## src/rtl/dgl_pkg.sv

```systemverilog
package dgl_pkg;
  typedef enum logic [1:0] {
    CFG_ENABLE = 2'd0,
    CFG_TICKSRC = 2'd1,
    CFG_WIDTH  = 2'd2,
    CFG_SPARE  = 2'd3
  } cfg_sel_e;
endpackage

```

## src/rtl/dgl_regs.sv

```systemverilog
module dgl_regs
  import dgl_pkg::*;
#(
  parameter int NPINS  = 32,
  parameter int CNT_W  = 5,
  parameter int DATA_W = 32
) (
  input  logic              clk,
  input  logic              rst_n,
  input  logic              we,
  input  logic [1:0]        sel,
  input  logic [DATA_W-1:0] wdata,
  output logic [DATA_W-1:0] rdata,
  output logic [NPINS-1:0]  en_q,
  output logic              slow_sel_q,
  output logic [CNT_W-1:0]  width_q
);
  cfg_sel_e           sel_e;
  logic               cfg_open;
  logic [NPINS-1:0]   en_d;
  logic               slow_sel_d;
  logic [CNT_W-1:0]   width_d;

  assign sel_e    = cfg_sel_e'(sel);
  assign cfg_open = (en_q == '0);

  always_comb begin
    en_d       = en_q;
    slow_sel_d = slow_sel_q;
    width_d    = width_q;
    if (we) begin
      unique case (sel_e)
        CFG_ENABLE:  en_d = wdata[NPINS-1:0];
        CFG_TICKSRC: if (cfg_open) slow_sel_d = wdata[0];
        CFG_WIDTH:   if (cfg_open) width_d = wdata[CNT_W-1:0];
        default:     ;
      endcase
    end
  end

  always_ff @(posedge clk or negedge rst_n) begin
    if (!rst_n) begin
      en_q       <= '0;
      slow_sel_q <= 1'b0;
      width_q    <= '0;
    end else begin
      en_q       <= en_d;
      slow_sel_q <= slow_sel_d;
      width_q    <= width_d;
    end
  end

  always_comb begin
    rdata = '0;
    unique case (sel_e)
      CFG_ENABLE:  rdata = DATA_W'(en_q);
      CFG_TICKSRC: rdata = DATA_W'(slow_sel_q);
      CFG_WIDTH:   rdata = DATA_W'(width_q);
      default:     rdata = '0;
    endcase
  end

  // enable mask takes the written value
  p_en_load_r2: assert property (@(posedge clk) disable iff (!rst_n)
    (we && sel == 2'd0) |=> (en_q == $past(wdata[NPINS-1:0])));

  // shared settings frozen while any pin is enabled
  p_cfg_locked_r8: assert property (@(posedge clk) disable iff (!rst_n)
    (en_q != '0) |=> ($stable(width_q) && $stable(slow_sel_q)));
endmodule

```

## src/rtl/dgl_cell.sv

```systemverilog
module dgl_cell #(
  parameter int CNT_W = 5
) (
  input  logic             clk,
  input  logic             rst_n,
  input  logic             en,
  input  logic             tick,
  input  logic             din,
  input  logic [CNT_W-1:0] width,
  output logic             dout
);
  logic [CNT_W-1:0] cnt_q, cnt_d;
  logic             out_q, out_d;
  logic             differs;

  assign differs = (din != out_q);

  always_comb begin
    cnt_d = cnt_q;
    out_d = out_q;
    if (!en) begin
      cnt_d = '0;
      out_d = 1'b0;
    end else if (tick) begin
      if (!differs) begin
        cnt_d = '0;
      end else if (cnt_q >= width) begin
        out_d = din;
        cnt_d = '0;
      end else begin
        cnt_d = cnt_q + 1'b1;
      end
    end
  end

  always_ff @(posedge clk or negedge rst_n) begin
    if (!rst_n) begin
      cnt_q <= '0;
      out_q <= 1'b0;
    end else begin
      cnt_q <= cnt_d;
      out_q <= out_d;
    end
  end

  assign dout = out_q;

  // disabled pin is forced low
  p_off_low_r3: assert property (@(posedge clk) disable iff (!rst_n)
    !en |=> !dout);

  // no filter tick means the output holds
  p_hold_no_tick_r7: assert property (@(posedge clk) disable iff (!rst_n)
    (en && !tick) |=> $stable(dout));

  // width zero follows the input on the tick
  p_follow_w0_r4: assert property (@(posedge clk) disable iff (!rst_n)
    (en && tick && width == '0) |=> (dout == $past(din)));

  // count never runs past the programmed width
  p_cnt_bound_r5: assert property (@(posedge clk) disable iff (!rst_n)
    en |-> (cnt_q <= width));
endmodule

```

## src/rtl/pin_deglitch.sv

```systemverilog
module pin_deglitch #(
  parameter int NPINS  = 32,
  parameter int CNT_W  = 5,
  parameter int DATA_W = 32
) (
  input  logic              clk,
  input  logic              rst_n,
  input  logic              slow_tick,
  input  logic              cfg_we,
  input  logic [1:0]        cfg_sel,
  input  logic [DATA_W-1:0] cfg_wdata,
  output logic [DATA_W-1:0] cfg_rdata,
  input  logic [NPINS-1:0]  pin_in,
  output logic [NPINS-1:0]  pin_out
);
  logic [NPINS-1:0] en_q;
  logic             slow_sel_q;
  logic [CNT_W-1:0] width_q;
  logic             filt_tick;

  dgl_regs #(.NPINS(NPINS), .CNT_W(CNT_W), .DATA_W(DATA_W)) u_regs (
    .clk        (clk),
    .rst_n      (rst_n),
    .we         (cfg_we),
    .sel        (cfg_sel),
    .wdata      (cfg_wdata),
    .rdata      (cfg_rdata),
    .en_q       (en_q),
    .slow_sel_q (slow_sel_q),
    .width_q    (width_q)
  );

  // Clock enable for all filters: every cycle or only on slow ticks
  always_comb begin
    filt_tick = slow_sel_q ? slow_tick : 1'b1;
  end

  for (genvar g = 0; g < NPINS; g++) begin : g_pin
    dgl_cell #(.CNT_W(CNT_W)) u_cell (
      .clk   (clk),
      .rst_n (rst_n),
      .en    (en_q[g]),
      .tick  (filt_tick),
      .din   (pin_in[g]),
      .width (width_q),
      .dout  (pin_out[g])
    );
  end

  // reset leaves outputs low
  p_rst_low_r1: assert property (@(posedge clk)
    !rst_n |-> (pin_out == '0));
endmodule

```

## config.mk

```make
export PLATFORM = sky130hd
export DESIGN_NAME = pin_deglitch
export DESIGN_NICKNAME = d
export VERILOG_FILES = /design/src/rtl/dgl_pkg.sv /design/src/rtl/dgl_regs.sv /design/src/rtl/dgl_cell.sv /design/src/rtl/pin_deglitch.sv
export SDC_FILE = /design/constraint.sdc
export NUM_CORES = 1
export LEC_CHECK = 0
export ABC_AREA = 1
export ABC_CLOCK_PERIOD_IN_PS = 5300
export CORE_UTILIZATION = 65
export DETAILED_ROUTE_END_ITERATION = 10
export DONT_BUFFER_PORTS = 1
export PLACE_DENSITY = 0.84
export SLEW_MARGIN = 20
export SYNTH_ARGS = -nofsm -noshare
export SYNTH_HDL_FRONTEND = slang
export SYNTH_SLANG_ARGS = --single-unit
export TNS_END_PERCENT = 5
```

## constraint.sdc

```tcl
create_clock -name clk -period 5.3 [get_ports clk]
set_clock_uncertainty 0.1 [all_clocks]
set_input_delay 0.53 -clock clk [delete_from_list [all_inputs] [get_ports clk]]
set_output_delay 0.53 -clock clk [all_outputs]
set_load 0.01 [all_outputs]
```

# [After elaboration in Yosys (flattened, before gate mapping)]
# Index checks and enable logic that the tools add are counted.
[op_classes] mux=258 order_cmp=32 n_eq_ne=130 n_reduce_logical=37 addsub=32
[ops] operator="$mux W5" n=128
[ops] operator="$add A5 B1 Y5 const B" n=32
[ops] operator="$ge A5 B5 Y1" n=32
[ops] operator="$mux W1" n=129
[ops] operator="$ne A2 B1 Y1 const B" n=64
[ops] operator="$reduce_and A3 Y1" n=34
[ops] operator="$pmux W32 S3" n=1
[ops] operator="$ne A2 B2 Y1 const B" n=32
[ops] operator="$logic_not A32 Y1" n=1
[ops] operator="$ne A1 B1 Y1" n=32
[ops] operator="$eq A2 B1 Y1 const B" n=1
[ops] operator="$eq A2 B2 Y1 const B" n=1
[ops] operator="$logic_not A2 Y1" n=1
[ops] operator="$reduce_and A2 Y1" n=1
[totals] output_inout_bits=64 in_bits=70 word_cells=556 ff_bits=230

# [Logic depth before layout (Yosys ltp)]
[logic_depth] depth_word=5 ltp_mapped=10 mapped_depth_nobuf=10

# [By module]
# From an unflattened synthesis, not the netlist that was laid out.
[unflattened] cells_unflattened=2470 hier_area_um2=17075.1
[by_module_without_submodules] mod="dgl_cell" area_per_inst_um2=473.0 instances=32 seq_area_each_um2=150.1 cells_each=69
[by_module_without_submodules] mod="dgl_regs" area_per_inst_um2=1933.1 instances=1 seq_area_each_um2=950.9 cells_each=260
[by_module_without_submodules] mod="pin_deglitch" area_per_inst_um2=7.5 instances=1 seq_area_each_um2=0.0 cells_each=2

# [Least setup slack after synthesis]
# OpenSTA, ideal clock, no wires.
[synth_timing] path_kind="register to register" from="register u_regs.width_q[2]" to="register g_pin[16].u_cell.cnt_q[1]" arrival_ps=1947 path_stages_with_launch=8 path_slack_ps=3169 required_time_ps=5116 setup_time_ps=84 path_buffers=0 period_less_slack_ps=2131 cell_sequence="dfrtp_1 > inv_1 > ha_1 > nand2_1 > inv_1 > o21ai_0 > nand4_1 > a21boi_0"
[synth_between] elab_chain_len=5
[synth_rtl] element="from (decl)" line="dgl_regs.sv:16" source="output logic [CNT_W-1:0] width_q"
[synth_rtl] element="from (signal assigned)" line="dgl_regs.sv:49" source="width_q <= width_d;"
[synth_rtl] element="$ge A5 B5 Y1" line="dgl_cell.sv:27" source="end else if (cnt_q >= width) begin"
[synth_rtl] element="$mux W5" line="dgl_cell.sv:27"
[synth_rtl] element="$mux W5" line="dgl_cell.sv:25" source="if (!differs) begin"
[synth_rtl] element="$mux W5" line="dgl_cell.sv:24" source="end else if (tick) begin"
[synth_rtl] element="$mux W5" line="dgl_cell.sv:21" source="if (!en) begin"
[synth_rtl] element="to (signal assigned)" line="dgl_cell.sv:41" source="cnt_q <= cnt_d;"
[synth_rtl] element="to (decl)" line="dgl_cell.sv:12" source="logic [CNT_W-1:0] cnt_q, cnt_d;"
# No other way between the ends. The select of a mux whose other input is x is not followed.
# A chain may end at the register's enable or synchronous reset.

# [Final worst setup path]
[layout_timing] from="register u_regs.width_q[1]" to="register g_pin[31].u_cell.cnt_q[1]"
[layout_between] elab_chain_len=5
[layout_rtl] element="$ge A5 B5 Y1" line="dgl_cell.sv:27"
[layout_rtl] element="$mux W5" line="dgl_cell.sv:27"
[layout_rtl] element="$mux W5" line="dgl_cell.sv:25"
[layout_rtl] element="$mux W5" line="dgl_cell.sv:24"
[layout_rtl] element="$mux W5" line="dgl_cell.sv:21"
[layout_rtl] element="to (signal assigned)" line="dgl_cell.sv:41"
[layout_rtl] element="to (decl)" line="dgl_cell.sv:12"
# No other way between the ends. The select of a mux whose other input is x is not followed.

==> metrics.cfg <==
[layout]
antennaDiodeCount = 0
final_cell_mix = 559 x nand2_1, 286 x inv_1, 261 x nor2_1, 230 x dfrtp_1, 200 x nand3_1
mostFrequentLayoutCell = nand2_1
drive_gt1_share_pct = 3.307
fin_nets = 2419
fillers = 1909
final_cell_area_sq_um = 17040
area_delta_synth_final_pct = 6.050

[clocking]
cts.sinks = 230
cts.clk_slew.worst_paths_ns = 0.06
cts_tree = done
cts_root_buf = clkbuf_16
cts_setup_buffers = 0
h-tree-depth = 1
cts.path.max_buffers = 3
clkLatencyLatePin_ns = 0.54
numCtsBuffers = 27

[route]
vias = 13990
drt_pass1_iterations = 8
ant_nets = 0
viasPerCell = 5.592
route.met3.wl_mm = 2.411
maxUsedRoutingLayer = met4
wl_per_cell_microns = 14.89
drtIter0Drc = 924
drc = 0
routed_wl_mm = 37.25
wl_met2_mm = 17.91
met1Wirelength_mm = 15.67

[status]
violations = hold timing
outcome = complete, but fails checks

[die]
dieArea_sq_um = 25350
die_h_microns = 159.2
start_util_pct = 66.27
boundaryPins = 134
dieWidth_microns = 159.2
core_area_sq_um = 24250
num_rows = 57

[placement]
placed_area_sq_um = 16170
globalplace.congestion = 0.8558
io_buffers = 0
hpwl_mm = 25.55

[critical_path]
path_buf_inv = 2
slowest_stage = inv_1
startpoint = u_regs.width_q[1]$_DFFE_PN0P_
r2r-start = u_regs.width_q[1]$_DFFE_PN0P_
crit_end = g_pin[31].u_cell.cnt_q[1]$_DFFE_PN0P_
crit_cells = 10
arrival_ns = 3.12
rrSetupSlack_ns = 2.56
crit_top_cell = nand2_1
path_max_fanout = 20
r2r_cells = 10
cp_cell_sequence = inv_1 > buf_4 > ha_1 > nand2_1 > nor2_1 > nand2_1 > nand3_1 > nor2_1 > nand3_1 > nand2_1
cp_top_family = buffers and inverters
start_kind = flop
slowest_delay_ns = 0.74
timing.rr.end = g_pin[31].u_cell.cnt_q[1]$_DFFE_PN0P_
crit_type = flop to flop
crit_required_ns = 5.68
end_kind = flop

[timing]
tightest_slew_ns = 1.041
rsz0062_at_grt = false
slew_viol_final = 0
hold_viol_final = 230
hold_ws_ns = -0.4097
fmax_mhz = 365.1
setup_viol = 0
fin_crit_sh_pct = 51.68
tns_ns = 0
max_slew_margin_pct = 30.59
fin_crit_ns = 2.739

[synth]
yosysTopAreaCellShare_pct = 35.82
synth_area_sq_um = 16070
synth.distinct_cells = 27
syn-num-nets = 2433
postSynthCellCount = 2171
synthTopCellsByArea = dfrtp_1 36%, ha_1 15%, nand2_1 13%
ys_ff_latch = 230
syn_area_per_cell_sq_um = 7.402
synth_warnings = 0
ys_seq_area_share_pct = 35.82
yosysTopAreaCell = dfrtp_1

[global_routing]
grt_first_pass_wirelength_mm = 62.62
grt_max_degree = 231
first_global_vias = 13790
grt_overflow_total = 0
antenna_found_initial = 0
gr-usage-all-layers_pct = 29.73

[flow_run]
drv_cap = 0

[power_and_ir_drop]
power_density_nw_per_um2 = 249.0
p_leak_nw = 9.432
ir_drop_v = 0.0002718

[hold_path]
hold_path.class = primary input to asynchronous set/reset pin

state kept, by name, indices dropped and copies added (netlist names):
register,cells
g_pin.u_cell.cnt_q,160
g_pin.u_cell.dout,32
u_regs.en_q,32
u_regs.width_q,5
u_regs.slow_sel_q,1
worst register-to-register path, cell delays in order (launching register included):
cell and delay (ns):
dfrtp_1 0.37, inv_1 0.74, buf_4 0.41, ha_1 0.28
nand2_1 0.07, nor2_1 0.04, nand2_1 0.06, nand3_1 0.13
nor2_1 0.27, nand3_1 0.12, nand2_1 0.08
worst min path at each step:
stage / from / end / cells after the start
5_1_grt: rst_n / g_pin[3].u_cell.cnt_q[1]$_DFFE_PN0P_ / 0
4_1_cts: rst_n / u_regs.width_q[2]$_DFFE_PN0P_ / 0
3_5_place_dp: rst_n / g_pin[11].u_cell.cnt_q[1]$_DFFE_PN0P_ / 0
2_1_floorplan: rst_n / g_pin[0].u_cell.cnt_q[0]$_DFFE_PN0P_ / 0
6_report: rst_n / g_pin[11].u_cell.cnt_q[1]$_DFFE_PN0P_ / 0
3_3_place_gp: rst_n / g_pin[11].u_cell.cnt_q[0]$_DFFE_PN0P_ / 0
per-layer routing:
metal  up-vias  GRT usage, %
li1       6920             -
met1      6572         36.22
met2       406         52.91
met3        88         4.194
met4         0         12.06
met5         -             0
cells by family (layout without fill, tap and decap cells):
group / count (synthesis) / count (layout) / share of synthesized area, %
XOR/XNOR: 88 / 88 / 4.796
buffers and inverters: 340 / 346 / 9.056
adder cells (fa/ha/maj): 192 / 192 / 14.95
flip-flops: 230 / 230 / 35.82
AND/OR/NAND/NOR: 1076 / 1076 / 27.61
AO/OA/AOI/OAI: 245 / 245 / 7.771
synthesized netlist by cell type (all sizes together):
cell,n
buf,42
xnor2,6
ha,192
a21boi,4
nor3,6
dfrtp,230
nand3,200
nand4,21
o21ai,77
or2,5
nand3b,10
a21oi,157
clkbuf,9
o22ai,5
xor2,82
o221ai,1
inv,289
o211ai,1
nor2,263
nand2,571
layout make-up:
cell class	count	area, sq um	area share, %
Clock inverter	8	71.32	0.4185
Tap cell	324	405.4	2.379
Clock buffer	41	798.3	4.684
Inverter	289	1085	6.366
Multi-Input combinational cell	1601	8866	52.03
Timing Repair Buffer	8	60.06	0.3524
Sequential cell	230	5756	33.77
through the flow:
step	setup WS, ns	util (%)	cells	hold WS [ns]	power (mW)
final	2.561	70.28	2501	-0.4097	4.243
after global routing	2.347	70.28	2501	-0.4345	4.414
after CTS	2.548	70.26	2501	-0.4243	4.269
after detailed placement	2.581	66.67	2452	0.1440	2.437
after global placement	2.634	66.67	2452	0.1453	2.419
after floorplan	3.169	-	2171	0.1344	2.379
what timing repair did:
item / 4_1_cts / 5_1_grt
endpoints found under the setup margin: 0 / 0
endpoints found under the hold margin: 230 / 230
gates resized for setup: 0 / 0
power breakdown:
| group | total (mW) | internal, mW | leakage, nW | switching [mW] |
|---|---|---|---|---|
| Combinational | 0.384 | 0.132 | 5.94 | 0.252 |
| Clock | 1.83 | 1.08 | 0.430 | 0.747 |
| Sequential | 2.03 | 1.85 | 3.07 | 0.183 |
Note: power is estimated with default switching activity, not from simulation.
